**src/rtl/dsm_loop_pkg.sv**
```systemverilog
package dsm_loop_pkg;

  // Clocks per sample tick for a given clock rate and tick period in microseconds.
  function automatic int unsigned tick_div(input int unsigned clk_hz,
                                           input int unsigned tick_us);
    return (clk_hz / 1_000_000) * tick_us;
  endfunction

endpackage

```
**src/rtl/dsm_tick_gen.sv**
```systemverilog
module dsm_tick_gen #(
  parameter int unsigned DIV = 25000
) (
  input  logic clk,
  input  logic rst,
  output logic tick
);
  localparam int unsigned CW = (DIV > 2) ? $clog2(DIV) : 1;

  logic [CW-1:0] cnt_q;

  always_ff @(posedge clk) begin
    if (rst) begin
      cnt_q <= '0;
      tick  <= 1'b0;
    end else if (cnt_q == CW'(DIV - 1)) begin
      cnt_q <= '0;
      tick  <= 1'b1;
    end else begin
      cnt_q <= cnt_q + 1'b1;
      tick  <= 1'b0;
    end
  end
endmodule

```
**src/rtl/dsm_cmp_track.sv**
```systemverilog
module dsm_cmp_track #(
  parameter int unsigned SYNC_STAGES = 2
) (
  input  logic clk,
  input  logic rst,
  input  logic tick,
  input  logic cmp_in,
  output logic cmp_sync,
  output logic snap_valid,
  output logic snap,
  output logic fb_out
);
  logic [SYNC_STAGES-1:0] sync_q;

  // Synchroniser chain: stage 0 samples the pin, the last stage feeds the snapshot.
  genvar g;
  generate
    for (g = 0; g < SYNC_STAGES; g++) begin : g_sync
      if (g == 0) begin : g_first
        always_ff @(posedge clk) begin
          if (rst) sync_q[0] <= 1'b0;
          else     sync_q[0] <= cmp_in;
        end
      end else begin : g_next
        always_ff @(posedge clk) begin
          if (rst) sync_q[g] <= 1'b0;
          else     sync_q[g] <= sync_q[g-1];
        end
      end
    end
  endgenerate

  assign cmp_sync = sync_q[SYNC_STAGES-1];

  // Stage 1: one capture per tick. Stage 2: feedback update, same depth for both levels.
  always_ff @(posedge clk) begin
    if (rst) begin
      snap       <= 1'b0;
      snap_valid <= 1'b0;
      fb_out     <= 1'b0;
    end else begin
      snap_valid <= tick;
      if (tick)       snap   <= cmp_sync;
      if (snap_valid) fb_out <= ~snap;
    end
  end
endmodule

```
**src/rtl/dsm_conv_window.sv**
```systemverilog
module dsm_conv_window #(
  parameter int unsigned CNT_W = 16
) (
  input  logic             clk,
  input  logic             rst,
  input  logic             step,
  input  logic             low_in,
  input  logic             start,
  input  logic [CNT_W-1:0] n_ticks,
  output logic [CNT_W-1:0] low_cnt,
  output logic             done,
  output logic             conv_en
);
  logic [CNT_W-1:0] remain_q;

  always_ff @(posedge clk) begin
    if (rst) begin
      low_cnt  <= '0;
      remain_q <= '0;
      conv_en  <= 1'b0;
      done     <= 1'b0;
    end else if (start && !conv_en) begin
      low_cnt  <= '0;
      remain_q <= n_ticks;
      conv_en  <= 1'b1;
      done     <= 1'b0;
    end else if (step && conv_en) begin
      if (remain_q == '0) begin
        conv_en <= 1'b0;
        done    <= 1'b1;
      end else begin
        if (low_in) low_cnt <= low_cnt + 1'b1;
        remain_q <= remain_q - 1'b1;
        if (remain_q == CNT_W'(1)) begin
          conv_en <= 1'b0;
          done    <= 1'b1;
        end
      end
    end
  end
endmodule

```
**src/rtl/dsm_loop_ctrl.sv**
```systemverilog
module dsm_loop_ctrl #(
  parameter int unsigned CLK_HZ  = 250_000_000,
  parameter int unsigned TICK_US = 100,
  parameter int unsigned CNT_W   = 16
) (
  input  logic             clk,
  input  logic             rst,
  input  logic             cmp_in,
  input  logic             start,
  input  logic [CNT_W-1:0] n_ticks,
  output logic             fb_out,
  output logic             sample_tick,
  output logic [CNT_W-1:0] result,
  output logic             done
);
  import dsm_loop_pkg::*;

  localparam int unsigned TICK_DIV = tick_div(CLK_HZ, TICK_US);

  logic cmp_sync;
  logic tick_d;
  logic snap;
  logic conv_en;

  dsm_tick_gen #(.DIV(TICK_DIV)) tick_i (
    .clk  (clk),
    .rst  (rst),
    .tick (sample_tick)
  );

  dsm_cmp_track #(.SYNC_STAGES(2)) track_i (
    .clk        (clk),
    .rst        (rst),
    .tick       (sample_tick),
    .cmp_in     (cmp_in),
    .cmp_sync   (cmp_sync),
    .snap_valid (tick_d),
    .snap       (snap),
    .fb_out     (fb_out)
  );

  dsm_conv_window #(.CNT_W(CNT_W)) win_i (
    .clk     (clk),
    .rst     (rst),
    .step    (tick_d),
    .low_in  (~snap),
    .start   (start),
    .n_ticks (n_ticks),
    .low_cnt (result),
    .done    (done),
    .conv_en (conv_en)
  );
endmodule

```
**config.mk**
```make
export PLATFORM = sky130hd
export DESIGN_NAME = dsm_loop_ctrl
export DESIGN_NICKNAME = d
export VERILOG_FILES = /design/src/rtl/dsm_loop_pkg.sv /design/src/rtl/dsm_tick_gen.sv /design/src/rtl/dsm_cmp_track.sv /design/src/rtl/dsm_conv_window.sv /design/src/rtl/dsm_loop_ctrl.sv
export SDC_FILE = /design/constraint.sdc
export NUM_CORES = 1
export LEC_CHECK = 0
export BUFFER_PORTS_ARGS = -buffer_cell sky130_fd_sc_hd__buf_4
export CORE_ASPECT_RATIO = 0.9
export CORE_MARGIN = 2
export CORE_UTILIZATION = 29
export CTS_BUF_LIST = sky130_fd_sc_hd__clkbuf_8
export DETAILED_ROUTE_END_ITERATION = 10
export PLACE_DENSITY = 0.5
export RECOVER_POWER = 25
export SLEW_MARGIN = 20
export SYNTH_ARGS = -nofsm -noshare
export SYNTH_HDL_FRONTEND = slang
export SYNTH_HIERARCHICAL = 1
export SYNTH_SLANG_ARGS = --single-unit
export TNS_END_PERCENT = 50
```
**constraint.sdc**
```tcl
create_clock -name clk -period 2.2 [get_ports clk]
set_input_delay 0.11 -clock clk [delete_from_list [all_inputs] [get_ports clk]]
set_output_delay 0.11 -clock clk [all_outputs]
set_load 0.03 [all_outputs]
```
=== Yosys cells after proc, flatten, opt, wreduce, memory -nomap -nowiden ===
Cells that the tools add are included.

* Register bits after elaboration: 55
* Logic and storage cells: 42

* Add/sub/neg operators: 3
* Eq/ne operators: 3
* Mux-type cells: 10
* Bitwise logic cells: 2
* Reductions and logical operators: 13

{| class="wikitable"
|+ Operators with widths
! kind !! number
|-
| two-way mux 16 bit || 3
|-
| adder 16 x 1 -> 16 bit (second input constant) || 1
|-
| equality test 16 x 1 -> 1 bit (second input constant) || 1
|-
| logical NOT 16 bit || 1
|-
| subtractor 16 x 1 -> 16 bit (second input constant) || 1
|-
| adder 15 x 1 -> 15 bit (second input constant) || 1
|-
| equality test 15 bit (second input constant) || 1
|-
| two-way mux 1 bit || 7
|-
| AND reduction 2 bit || 3
|-
| nonzero test 2 bit || 2
|-
| OR reduction 2 bit || 2
|-
| AND reduction 3 bit || 1
|-
| nonzero test 3 bit || 1
|-
| logical AND 1 bit || 2
|-
| != test 2 x 1 -> 1 bit (second input constant) || 1
|-
| NOT 1 bit || 2
|-
| logical NOT 1 bit || 1
|}

=== Longest topological paths before layout ===
* Depth after elaboration: 5
* Depth in mapped cells: 8
* Gate-level depth less buffers: 6

=== Cells and area by module ===
Netlist, hierarchy kept.

{| class="wikitable"
|+ Modules (own cells, without submodules)
! module !! instances !! cells each !! area each (µm²)
|-
| dsm_conv_window || 1 || 239 || 1979.4
|-
| dsm_tick_gen || 1 || 78 || 710.7
|-
| dsm_cmp_track || 1 || 12 || 148.9
|-
| dsm_loop_ctrl || 1 || 1 || 3.8
|}

=== Worst setup path after synthesis ===
OpenSTA, ideal clock, no wires.

* Path kind: register -> register
* Start: reg win_i.remain_q[3]
* End: reg win_i.remain_q[15]
* Library setup time: 0.074 ns
* Arrival: 1.931 ns
* Slack: 0.195 ns
* Stages on the path, launching flop included: 5
* Path buffers: 0
* Clock period less this slack: 2.005 ns
* Path through: dfxtp_1 or4_4 or4_4 or4_1 a31oi_1

* Longest elaborated chain between the ends: 4

{| class="wikitable"
|+ RTL lines
! what !! RTL line !! text
|-
| from (decl) || dsm_conv_window.sv:14 || <nowiki>logic [CNT_W-1:0] remain_q;</nowiki>
|-
| from (signal assigned) || dsm_conv_window.sv:24 || <nowiki>remain_q <= n_ticks;</nowiki>
|-
| from (signal assigned) || dsm_conv_window.sv:33 || <nowiki>remain_q <= remain_q - 1'b1;</nowiki>
|-
| subtractor 16 x 1 -> 16 bit || dsm_conv_window.sv:33 ||
|-
| two-way mux 16 bit || dsm_conv_window.sv:28 || <nowiki>if (remain_q == '0) begin</nowiki>
|-
| two-way mux 16 bit || dsm_conv_window.sv:27 || <nowiki>end else if (step && conv_en) begin</nowiki>
|-
| two-way mux 16 bit || dsm_conv_window.sv:22 || <nowiki>end else if (start && !conv_en) begin</nowiki>
|}

Parallel ways exist; a longest one is shown, timed or not. The select of a mux whose other input is x is not followed.
A chain may end at the register's enable or synchronous reset.

=== Worst setup path after layout ===
* Start: reg win_i.remain_q[5]
* End: reg win_i.remain_q[15]

Same word-level chain as after synthesis.

==> reports/results.tsv <==
metric	value	unit
drive_gt1_frac	0.170	
reg2reg_setup_slack	110	ps
route.detailed.drc	0	
grt_pass1_wl	12400	um
min_period	2090	ps
p_total	0.00193	W
rows	34	
hold_path.class	in -> reg	
r2r-start	win_i/remain_q[5]$_SDFFE_PP0P_	
cts_num_sinks	55	
syn-cell-area	2840	um^2
synth-main-ff-cell	dfxtp_1	
firstDrtPassIters	5	
clock_path_buffers	2	
grt_max_degree	20	
min_from	n_ticks[1]	
syn_avg_cell_area	8.61	um^2
hpwl	5480	um
start_util	0.296	
synth_seq_area_share	0.387	
antenna_found_initial	0	
grt_util_all_layers	0.145	
rsz0062_at_grt	false	
cp_max_fo	6	
arrival	2330	ps
vias_per_cell	5.25	
cts_setup_buffers	0	
worst_r2r_path_depth	4	
area_growth_syn_to_layout	18.5	%
worst_setup_path_start_kind	flip-flop	
cap_violations	0	
place_ws	158	ps
ys_seq_elements	55	
io_buffer_count	38	
num_antenna_cells	0	
dp_cells	494	
synth-edff-count	0	
grt_pass1_vias	2478	
die_h	97.9	um
die_x	108	um
worstSetupEndpointType	flip-flop	
vias	2641	
whs_path_depth	3	
tns	0	ps
core-area	9610	um^2
clock_skew	4.66	ps
power-per-cell-area	573	nW/um^2
path_class	reg -> reg	
root_buffer	clkbuf_8	
slew_viol_final	0	
syn_inst	330	
postLayoutCoreUtil	0.350	
timing.final.hold_violations	0	
fin_nets	401	
cts_made_buffers	5	
grt_overflow_total	0	
setup_violations	0	
drt_wl_total	7390	um
worstReg2RegEnd	win_i/remain_q[15]$_SDFFE_PP0P_	
io_pins	39	
fin_ws	111	ps
ant_nets	0	
worstHoldEndpoint	win_i/remain_q[1]$_SDFFE_PP0P_	
leakage	1.16	nW
ir_drop	0.271	mV
final_cell_mix	55 x dfxtp_1, 38 x buf_4, 31 x nor2_1	
mostFrequentLayoutCell	dfxtp_1	
fin_cells	503	
crit_required	2440	ps
synthesis.nets	355	
die-area	10600	um^2
fin_crit_sh	0.950	
cts_tree	yes	
worst_slew_pin_slew	447	ps
clkTransAtPathRegs	110	ps
ys_async_sr_fraction	0	
yosys_warnings	6	
dr.first_iter.drc_count	182	
fmax	0.479	GHz
run_status	finished clean	
insertion_delay	310	ps
slew-limit-headroom	0.702	
synthDistinctLibCells	53	
wl_per_cell	14.7	um
cts_max_level	2	
gp_congestion	0.789	
critical path, stage by stage (launching register included):
cell	delay, ps
dfxtp_1	370
or4_4	540
or4_4	530
or4_1	410
a31oi_1	180
final cells by class:
class / count / area [um^2]
multi-input cells: 251 / 1630
inverters: 10 / 37.5
clock inverters: 3 / 26.3
clock buffers: 5 / 68.8
flip-flops and latches: 55 / 1100
fillers: 1027 / 6250
well taps: 126 / 158
repair buffers: 53 / 352
synth_stat cells, types with 2 or more instances:
| library cell | n | area share |
|---|---|---|
| nand2_1 | 19 | 0.025 |
| mux2i_1 | 6 | 0.021 |
| or2_2 | 5 | 0.011 |
| xor2_1 | 2 | 0.0062 |
| a21oi_1 | 16 | 0.028 |
| nand3_1 | 15 | 0.026 |
| or3_1 | 10 | 0.022 |
| ha_1 | 5 | 0.022 |
| o21ai_0 | 17 | 0.030 |
| o211a_1 | 2 | 0.0070 |
| o31ai_1 | 14 | 0.037 |
| nor3b_1 | 2 | 0.0053 |
| clkbuf_1 | 9 | 0.012 |
| dfxtp_1 | 55 | 0.39 |
| inv_1 | 10 | 0.013 |
| xnor2_1 | 11 | 0.034 |
| nor2b_1 | 4 | 0.0088 |
| nand4_1 | 10 | 0.022 |
| nand4bb_1 | 2 | 0.0079 |
| or4_1 | 15 | 0.040 |
| and2_1 | 2 | 0.0044 |
| or4_4 | 3 | 0.012 |
| nor4_1 | 9 | 0.020 |
| a211oi_1 | 5 | 0.013 |
| and4_1 | 4 | 0.012 |
| nor2_1 | 31 | 0.041 |
| a31oi_1 | 8 | 0.018 |
| and3_1 | 4 | 0.0088 |
| buf_6 | 2 | 0.0079 |
| nor3_1 | 7 | 0.012 |
| and4_2 | 2 | 0.0070 |
| nor4b_1 | 2 | 0.0062 |
| a311oi_1 | 2 | 0.0062 |
how the worst max path moves through the flow:
stage | start | to | cells past startpoint
floorplan | win_i/remain_q[3]$_SDFFE_PP0P_ | win_i/remain_q[15]$_SDFFE_PP0P_ | 4
global placement | win_i/remain_q[3]$_SDFFE_PP0P_ | win_i/remain_q[15]$_SDFFE_PP0P_ | 4
detailed placement | win_i/remain_q[5]$_SDFFE_PP0P_ | win_i/remain_q[15]$_SDFFE_PP0P_ | 4
CTS | win_i/remain_q[5]$_SDFFE_PP0P_ | win_i/remain_q[15]$_SDFFE_PP0P_ | 4
global route | win_i/remain_q[0]$_SDFFE_PP0P_ | win_i/low_cnt[10]$_SDFFE_PP0P_ | 7
finish | win_i/remain_q[5]$_SDFFE_PP0P_ | win_i/remain_q[15]$_SDFFE_PP0P_ | 4
power by group:
part | switching, W | total, W | internal, W
clock network | 0.000370 | 0.000606 | 0.000236
registers | 0.0000351 | 0.00106 | 0.00103
logic | 0.000143 | 0.000263 | 0.000119
total | 0.000548 | 0.00193 | 0.00138
stage by stage:
stage	hold slack [ps]	instance area (um^2)
floorplan	182	2840
finish	66.6	3370
global route	80.3	3370
global placement	318	3310
detailed placement	327	3310
CTS	57.4	3420
flip-flops by register name, indices dropped and copies added, names as in the netlist:
name	flops
tick_i/cnt_q	15
win_i/remain_q	16
track_i/sync_q	1
track_i/snap_valid	1
track_i/snap	1
track_i/fb_out	1
win_i/done	1
track_i/cmp_sync	1
win_i/low_cnt	16
win_i/conv_en	1
tick_i/tick	1
timing repair:
item | CTS | global route
endpoints found under the hold margin | 1 | 0
gates resized for setup | 0 | 0
hold buffers | 1 | 0
routing by layer:
layer	routed length, um	GRT usage
met1	3640	0.203
met2	3270	0.224
met3	439	0.0394
met4	36	0.0266
met5	0	0
kinds of logic after synthesis:
logic type | share of synthesized area
xor gates and xnor gates | 0.0401
DFF | 0.387
and+or+nand+nor | 0.323
muxes | 0.0251
adders and majority gates | 0.0220
buffers and inverters | 0.0409
AOI/OAI and AO/OA | 0.162
Note: power is estimated with default switching activity, not from simulation.
